### src/rtl/scfg_pkg.sv
package scfg_pkg;

  localparam logic [1:0] SYM_EOF = 2'd3;

  localparam logic [1:0] MODE_NORMAL = 2'd0;
  localparam logic [1:0] MODE_TEST   = 2'd1;
  localparam logic [1:0] MODE_BYPASS = 2'd2;

  // number of 2-bit positions in one configuration frame
  function automatic int frame_len(input int ndir, input int id_digits);
    return 4 * ndir + id_digits + 2;
  endfunction

endpackage

### src/rtl/scfg_shifter.sv
module scfg_shifter #(
  parameter int FL = 25
) (
  input  logic            clk,
  input  logic            rst,
  input  logic            in_valid,
  input  logic [1:0]      in_sym,
  output logic            in_ready,
  output logic            out_valid,
  output logic [1:0]      out_sym,
  input  logic            out_ready,
  output logic [2*FL-1:0] frame_q,
  output logic            shift_pulse
);
  localparam int FW = 2 * FL;

  logic accept;

  assign in_ready = !out_valid || out_ready;
  assign accept   = in_valid && in_ready;

  always_ff @(posedge clk) begin
    if (rst) begin
      frame_q     <= '0;
      out_valid   <= 1'b0;
      out_sym     <= 2'd0;
      shift_pulse <= 1'b0;
    end else begin
      shift_pulse <= accept;
      if (accept) begin
        frame_q   <= {in_sym, frame_q[FW-1:2]};
        out_sym   <= frame_q[1:0];
        out_valid <= 1'b1;
      end else if (out_ready) begin
        out_valid <= 1'b0;
      end
    end
  end


  stall_hold_chk: assert property (@(posedge clk) disable iff (rst)
    (out_valid && !out_ready) |=> (out_valid && $stable(out_sym)));


  top_entry_chk: assert property (@(posedge clk) disable iff (rst)
    (in_valid && in_ready) |=> (frame_q[FW-1 -: 2] == $past(in_sym)));


  drop_fwd_chk: assert property (@(posedge clk) disable iff (rst)
    (in_valid && in_ready) |=> (out_valid && out_sym == $past(frame_q[1:0])));

endmodule

### src/rtl/scfg_decoder.sv
module scfg_decoder #(
  parameter int NDIR      = 5,
  parameter int ID_DIGITS = 3,
  parameter int NODE_ID   = 0
) (
  input  logic [2*scfg_pkg::frame_len(NDIR, ID_DIGITS)-1:0] frame,
  input  logic            shift_pulse,
  output logic [1:0]      mode_sym,
  output logic [NDIR-1:0] in_mode_wr,
  output logic [NDIR-1:0] in_mux_wr,
  output logic [NDIR-1:0] in_mux_val,
  output logic [NDIR-1:0] out_mode_wr,
  output logic [NDIR-1:0] out_mux_wr,
  output logic [NDIR-1:0] out_mux_val
);
  import scfg_pkg::*;

  localparam int FL     = frame_len(NDIR, ID_DIGITS);
  localparam int FW     = 2 * FL;
  localparam int ID_LSP = 4 * NDIR + 1;

  logic [ID_DIGITS-1:0] id_ok;
  logic                 match;
  logic                 mode_ok;

  for (genvar k = 0; k < ID_DIGITS; k++) begin : g_id
    localparam int DIG = (NODE_ID / (3 ** k)) % 3;
    assign id_ok[k] = (frame[2*(ID_LSP+k) +: 2] == DIG[1:0]);
  end

  assign mode_sym = frame[1:0];
  assign match    = shift_pulse && (frame[FW-1 -: 2] == SYM_EOF) && (&id_ok);
  assign mode_ok  = match && (mode_sym != SYM_EOF);

  for (genvar d = 0; d < NDIR; d++) begin : g_dir
    logic [1:0] i_mux, i_en, o_mux, o_en;
    assign i_mux = frame[2*(4*d+1) +: 2];
    assign i_en  = frame[2*(4*d+2) +: 2];
    assign o_mux = frame[2*(4*d+3) +: 2];
    assign o_en  = frame[2*(4*d+4) +: 2];

    assign in_mode_wr[d]  = mode_ok && ((mode_sym != MODE_TEST) || (i_en == 2'd1));
    assign out_mode_wr[d] = mode_ok && ((mode_sym != MODE_TEST) || (o_en == 2'd1));
    assign in_mux_wr[d]   = match && (i_mux == 2'd1 || i_mux == 2'd2);
    assign out_mux_wr[d]  = match && (o_mux == 2'd1 || o_mux == 2'd2);
    assign in_mux_val[d]  = (i_mux == 2'd2);
    assign out_mux_val[d] = (o_mux == 2'd2);
  end

endmodule

### src/rtl/scfg_cell_bank.sv
module scfg_cell_bank #(
  parameter int NDIR = 5
) (
  input  logic              clk,
  input  logic              rst,
  input  logic [NDIR-1:0]   mode_wr,
  input  logic [1:0]        mode_val,
  input  logic [NDIR-1:0]   mux_wr,
  input  logic [NDIR-1:0]   mux_val,
  output logic [2*NDIR-1:0] mode_q,
  output logic [NDIR-1:0]   mode_vld,
  output logic [NDIR-1:0]   mux_q,
  output logic [NDIR-1:0]   mux_vld
);
  import scfg_pkg::*;

  for (genvar i = 0; i < NDIR; i++) begin : g_cell
    always_ff @(posedge clk) begin
      if (rst) begin
        mode_q[2*i +: 2] <= MODE_NORMAL;
        mode_vld[i]      <= 1'b0;
        mux_q[i]         <= 1'b0;
        mux_vld[i]       <= 1'b0;
      end else begin
        mode_vld[i] <= mode_wr[i];
        mux_vld[i]  <= mux_wr[i];
        if (mode_wr[i]) mode_q[2*i +: 2] <= mode_val;
        if (mux_wr[i])  mux_q[i]         <= mux_val[i];
      end
    end


    mode_hold_chk: assert property (@(posedge clk) disable iff (rst)
      !mode_wr[i] |=> ($stable(mode_q[2*i +: 2]) && !mode_vld[i]));


    mux_hold_chk: assert property (@(posedge clk) disable iff (rst)
      !mux_wr[i] |=> ($stable(mux_q[i]) && !mux_vld[i]));


    mode_range_chk: assert property (@(posedge clk) disable iff (rst)
      mode_q[2*i +: 2] != SYM_EOF);
  end

endmodule

### src/rtl/scfg_ctrl.sv
module scfg_ctrl #(
  parameter int NDIR      = 5,
  parameter int ID_DIGITS = 3,
  parameter int NODE_ID   = 0
) (
  input  logic              clk,
  input  logic              rst,
  input  logic              in_valid,
  input  logic [1:0]        in_sym,
  output logic              in_ready,
  output logic              out_valid,
  output logic [1:0]        out_sym,
  input  logic              out_ready,
  output logic [2*NDIR-1:0] in_mode,
  output logic [NDIR-1:0]   in_mode_vld,
  output logic [NDIR-1:0]   in_mux,
  output logic [NDIR-1:0]   in_mux_vld,
  output logic [2*NDIR-1:0] out_mode,
  output logic [NDIR-1:0]   out_mode_vld,
  output logic [NDIR-1:0]   out_mux,
  output logic [NDIR-1:0]   out_mux_vld
);
  localparam int FL = scfg_pkg::frame_len(NDIR, ID_DIGITS);

  logic [2*FL-1:0] frame_q;
  logic            shift_pulse;
  logic [1:0]      mode_sym;
  logic [NDIR-1:0] i_mode_wr, i_mux_wr, i_mux_val;
  logic [NDIR-1:0] o_mode_wr, o_mux_wr, o_mux_val;

  scfg_shifter #(.FL(FL)) u_shift (
    .clk(clk), .rst(rst),
    .in_valid(in_valid), .in_sym(in_sym), .in_ready(in_ready),
    .out_valid(out_valid), .out_sym(out_sym), .out_ready(out_ready),
    .frame_q(frame_q), .shift_pulse(shift_pulse)
  );

  scfg_decoder #(.NDIR(NDIR), .ID_DIGITS(ID_DIGITS), .NODE_ID(NODE_ID)) u_dec (
    .frame(frame_q), .shift_pulse(shift_pulse), .mode_sym(mode_sym),
    .in_mode_wr(i_mode_wr), .in_mux_wr(i_mux_wr), .in_mux_val(i_mux_val),
    .out_mode_wr(o_mode_wr), .out_mux_wr(o_mux_wr), .out_mux_val(o_mux_val)
  );

  scfg_cell_bank #(.NDIR(NDIR)) u_in_bank (
    .clk(clk), .rst(rst),
    .mode_wr(i_mode_wr), .mode_val(mode_sym),
    .mux_wr(i_mux_wr), .mux_val(i_mux_val),
    .mode_q(in_mode), .mode_vld(in_mode_vld),
    .mux_q(in_mux), .mux_vld(in_mux_vld)
  );

  scfg_cell_bank #(.NDIR(NDIR)) u_out_bank (
    .clk(clk), .rst(rst),
    .mode_wr(o_mode_wr), .mode_val(mode_sym),
    .mux_wr(o_mux_wr), .mux_val(o_mux_val),
    .mode_q(out_mode), .mode_vld(out_mode_vld),
    .mux_q(out_mux), .mux_vld(out_mux_vld)
  );


  strobe_cause_chk: assert property (@(posedge clk) disable iff (rst)
    (|{in_mode_vld, in_mux_vld, out_mode_vld, out_mux_vld}) |-> $past(in_valid && in_ready, 2));


  reset_state_chk: assert property (@(posedge clk)
    $past(rst) |-> (!out_valid && in_mode == '0 && out_mode == '0 && in_mux == '0 && out_mux == '0));

endmodule

### config.mk
export PLATFORM = sky130hd
export DESIGN_NAME = scfg_ctrl
export DESIGN_NICKNAME = d
export VERILOG_FILES = /design/src/rtl/scfg_pkg.sv /design/src/rtl/scfg_shifter.sv /design/src/rtl/scfg_decoder.sv /design/src/rtl/scfg_cell_bank.sv /design/src/rtl/scfg_ctrl.sv
export SDC_FILE = /design/constraint.sdc
export NUM_CORES = 1
export LEC_CHECK = 0
export BUFFER_PORTS_ARGS = -buffer_cell sky130_fd_sc_hd__buf_2
export CAP_MARGIN = 20
export CORE_MARGIN = 2
export CORE_UTILIZATION = 59
export CTS_BUF_LIST = sky130_fd_sc_hd__clkbuf_8
export DETAILED_ROUTE_END_ITERATION = 16
export HOLD_SLACK_MARGIN = 0.1
export PLACE_DENSITY = 0.92
export SETUP_SLACK_MARGIN = 0.5
export SKIP_CTS_REPAIR_TIMING = 1
export SLEW_MARGIN = 20
export SYNTH_ARGS = -nofsm -noshare
export SYNTH_HDL_FRONTEND = slang
export SYNTH_HIERARCHICAL = 1
export SYNTH_SLANG_ARGS = --single-unit
### constraint.sdc
create_clock -name clk -period 2.3 [get_ports clk]
set_input_delay 0.46 -clock clk [delete_from_list [all_inputs] [get_ports clk]]
set_output_delay 0.46 -clock clk [all_outputs]
set_load 0.005 [all_outputs]
==> impl_metrics.ini <==
[critical_path]
crit_required_ns = 2.54
slowest_stage = or4b_4
path_buf_inv = 0
path_cells = or4b_4 -> a2111oi_4 -> mux2i_1 -> nor2_1
path_delay_family = simple AND/OR/NAND/NOR gates
startpoint_type = register
crit_type = reg2reg
crit_fanout = 5
arrival_ns = 2.07
critPathMaxStageDelay_ns = 0.66
endpoint_kind = register

[clocking]
htreeDepth = 3
root_buffer = clkbuf_8
clk_pin_slew_worst_paths_ns = 0.08
insertion_delay_ns = 0.36
cts_tree = done
cts_sinks = 104
clock_tree.buffer_depth = 2
cts-buffers-inserted = 9

[placement]
place_ws_ns = 0.233
dp.final_hpwl_mm = 5.14
place_congestion = 0.726
port-buffer-count = 59
placed_cells = 509

[synth]
synth.area.top_cells = dfxtp_1 (49%), mux2i_1 (19%), nand2b_1 (7.7%)
ys_ff_latch = 104
synth_top_area_cell = dfxtp_1
netlist_instances = 374
synth_warnings = 6
synth_cell_types = 25
synth_seq_area_share = 0.492
synth_top_cell_area_share = 0.492
syn_avg_cell_area_sq_um = 11.3
syn_nets = 390
netlist_area_sq_um = 4230

[timing]
fin_crit_ns = 1.83
slew_violations = 0
max_freq_mhz = 545
setup_ws_ns = 0.466
fin_skew_ns = 0.00955
worst_pin_slew_ns = 0.728
setup_tns_ns = 0
period_share = 0.797
hold_viol = 0
rsz0062_at_grt = true
setup_viol = 0
maxSlewHeadroom = 0.515

[route]
wirelength_mm = 9.19
wire_per_inst_microns = 17.5
drt_iter0_drc = 119
ant_nets = 0
firstDrtPassIters = 4
drcViolationCount = 0
avgViaCountPerCell = 5.49
dr_total_vias = 2890

[min_path]
hp-class = in2reg

[die]
row_count = 30
die_h_microns = 88.7
die-area_sq_um = 7870
fp.dieW_microns = 88.7
core_sq_um = 6870
initial_core_util = 0.616
pin_count = 60

[global_routing]
grt-ovfl-total = 0
grt_pass1_vias = 2727
grt_util_all_layers = 0.213
grt_max_degree = 107
grt_pass1_wl_mm = 12.8
grt_antenna_before_repair = 0

[layout]
final_common_cell = dfxtp_1
final_nets = 443
drive_gt1_frac = 0.272
stdcell_count = 526
fillers = 473
diodes = 0
synthToLayoutAreaGrowth_pct = 17.3
mostFrequentLayoutCells = dfxtp_1 (98), mux2i_1 (80), buf_2 (59)

[power]
leakage_nw = 1.98
p_per_area_nw_per_um2 = 593
irDropWorstVdd_v = 0.000411

[outcome]
status = completed

[run]
maxCapViolations = 0
[power by group]
group	switching (mW)	internal, mW
combinational	0.0959	0.0648
sequential	0.00769	1.80
clock	0.573	0.399
total	0.677	2.27
[final timing paths]
kind	cells after the start	startpoint	end	slack (ns)
worst min-delay path	3	in_sym[1]	u_shift/frame_q[49]	0.36
worst min register to register	2	u_shift/out_sym[0]	u_shift/out_sym[0]	0.48
worst max register to register	4	u_shift/frame_q[46]	u_out_bank/mode_q[6]	0.47
worst max-delay path	4	u_shift/frame_q[46]	u_out_bank/mode_q[6]	0.47
[cell type report]
| class | instances | area [sq um] | area share |
|---|---|---|---|
| tap | 96 | 120 | 0.0242 |
| timing repair buffer | 64 | 358 | 0.0720 |
| clock buffer | 10 | 138 | 0.0277 |
| clock inverter | 4 | 16.3 | 0.00327 |
| inverter | 11 | 41.3 | 0.00831 |
| multi-input combinational | 237 | 2200 | 0.443 |
| sequential | 104 | 2090 | 0.422 |
[flip-flops by register name, summed over array words and instances, names as in the netlist]
name	flops
u_out_bank/mux_q	5
u_shift/frame_q	50
u_shift/shift_pulse	1
u_out_bank/mode_q	10
u_in_bank/mode_vld	5
u_in_bank/mode_q	10
u_out_bank/mux_vld	5
u_in_bank/mux_vld	5
u_shift/out_valid	1
u_in_bank/mux_q	5
u_shift/out_sym	2
u_out_bank/mode_vld	5
[synth_stat cells, drive strengths merged]
cell type  number
dfxtp         104
mux2i          80
nand2b         53
nor2           31
buf            16
nor2b          16
inv            11
a2111oi        10
ha             10
nor4           10
or3b           10
clkbuf          9
and2b           4
nand4b          2
o21ai           2
a21oi           1
and2            1
nand2           1
nand3b          1
or2             1
or4b            1
[stage by stage]
step / util / cell area (sq um) / power (mW) / hold WS [ns]
floorplan: - / 4230 / 1.97 / 0.467
global placement: 0.662 / 4550 / 1.99 / 0.464
detailed placement: 0.662 / 4550 / 1.99 / 0.472
CTS: 0.685 / 4700 / 2.92 / 0.351
global route: 0.723 / 4970 / 3.03 / 0.394
finish: 0.723 / 4970 / 2.94 / 0.361
[metal layers]
metal,vias to the layer above,wire [microns],global-route usage
met5,-,0,0
met4,0,250,0.0840
met3,20,361,0.0513
met2,80,4690,0.367
met1,1405,3890,0.256
li1,1385,-,-
[logic make-up (layout without fill, tap and decap cells)]
family | Yosys count | count (layout) | synth area share
mux | 80 | 80 | 0.189
simple gates | 131 | 134 | 0.202
flops | 104 | 104 | 0.492
buf+inv | 36 | 89 | 0.0485
fa+ha+maj | 10 | 10 | 0.0296
compound gates | 13 | 13 | 0.0390
[worst reg2reg max path, stage by stage, from the launching register on]
cell       delay (ns)
dfxtp_2          0.37
or4b_4           0.67
a2111oi_4        0.34
mux2i_1          0.26
nor2_1           0.08
(Power assumes the default switching activity.)
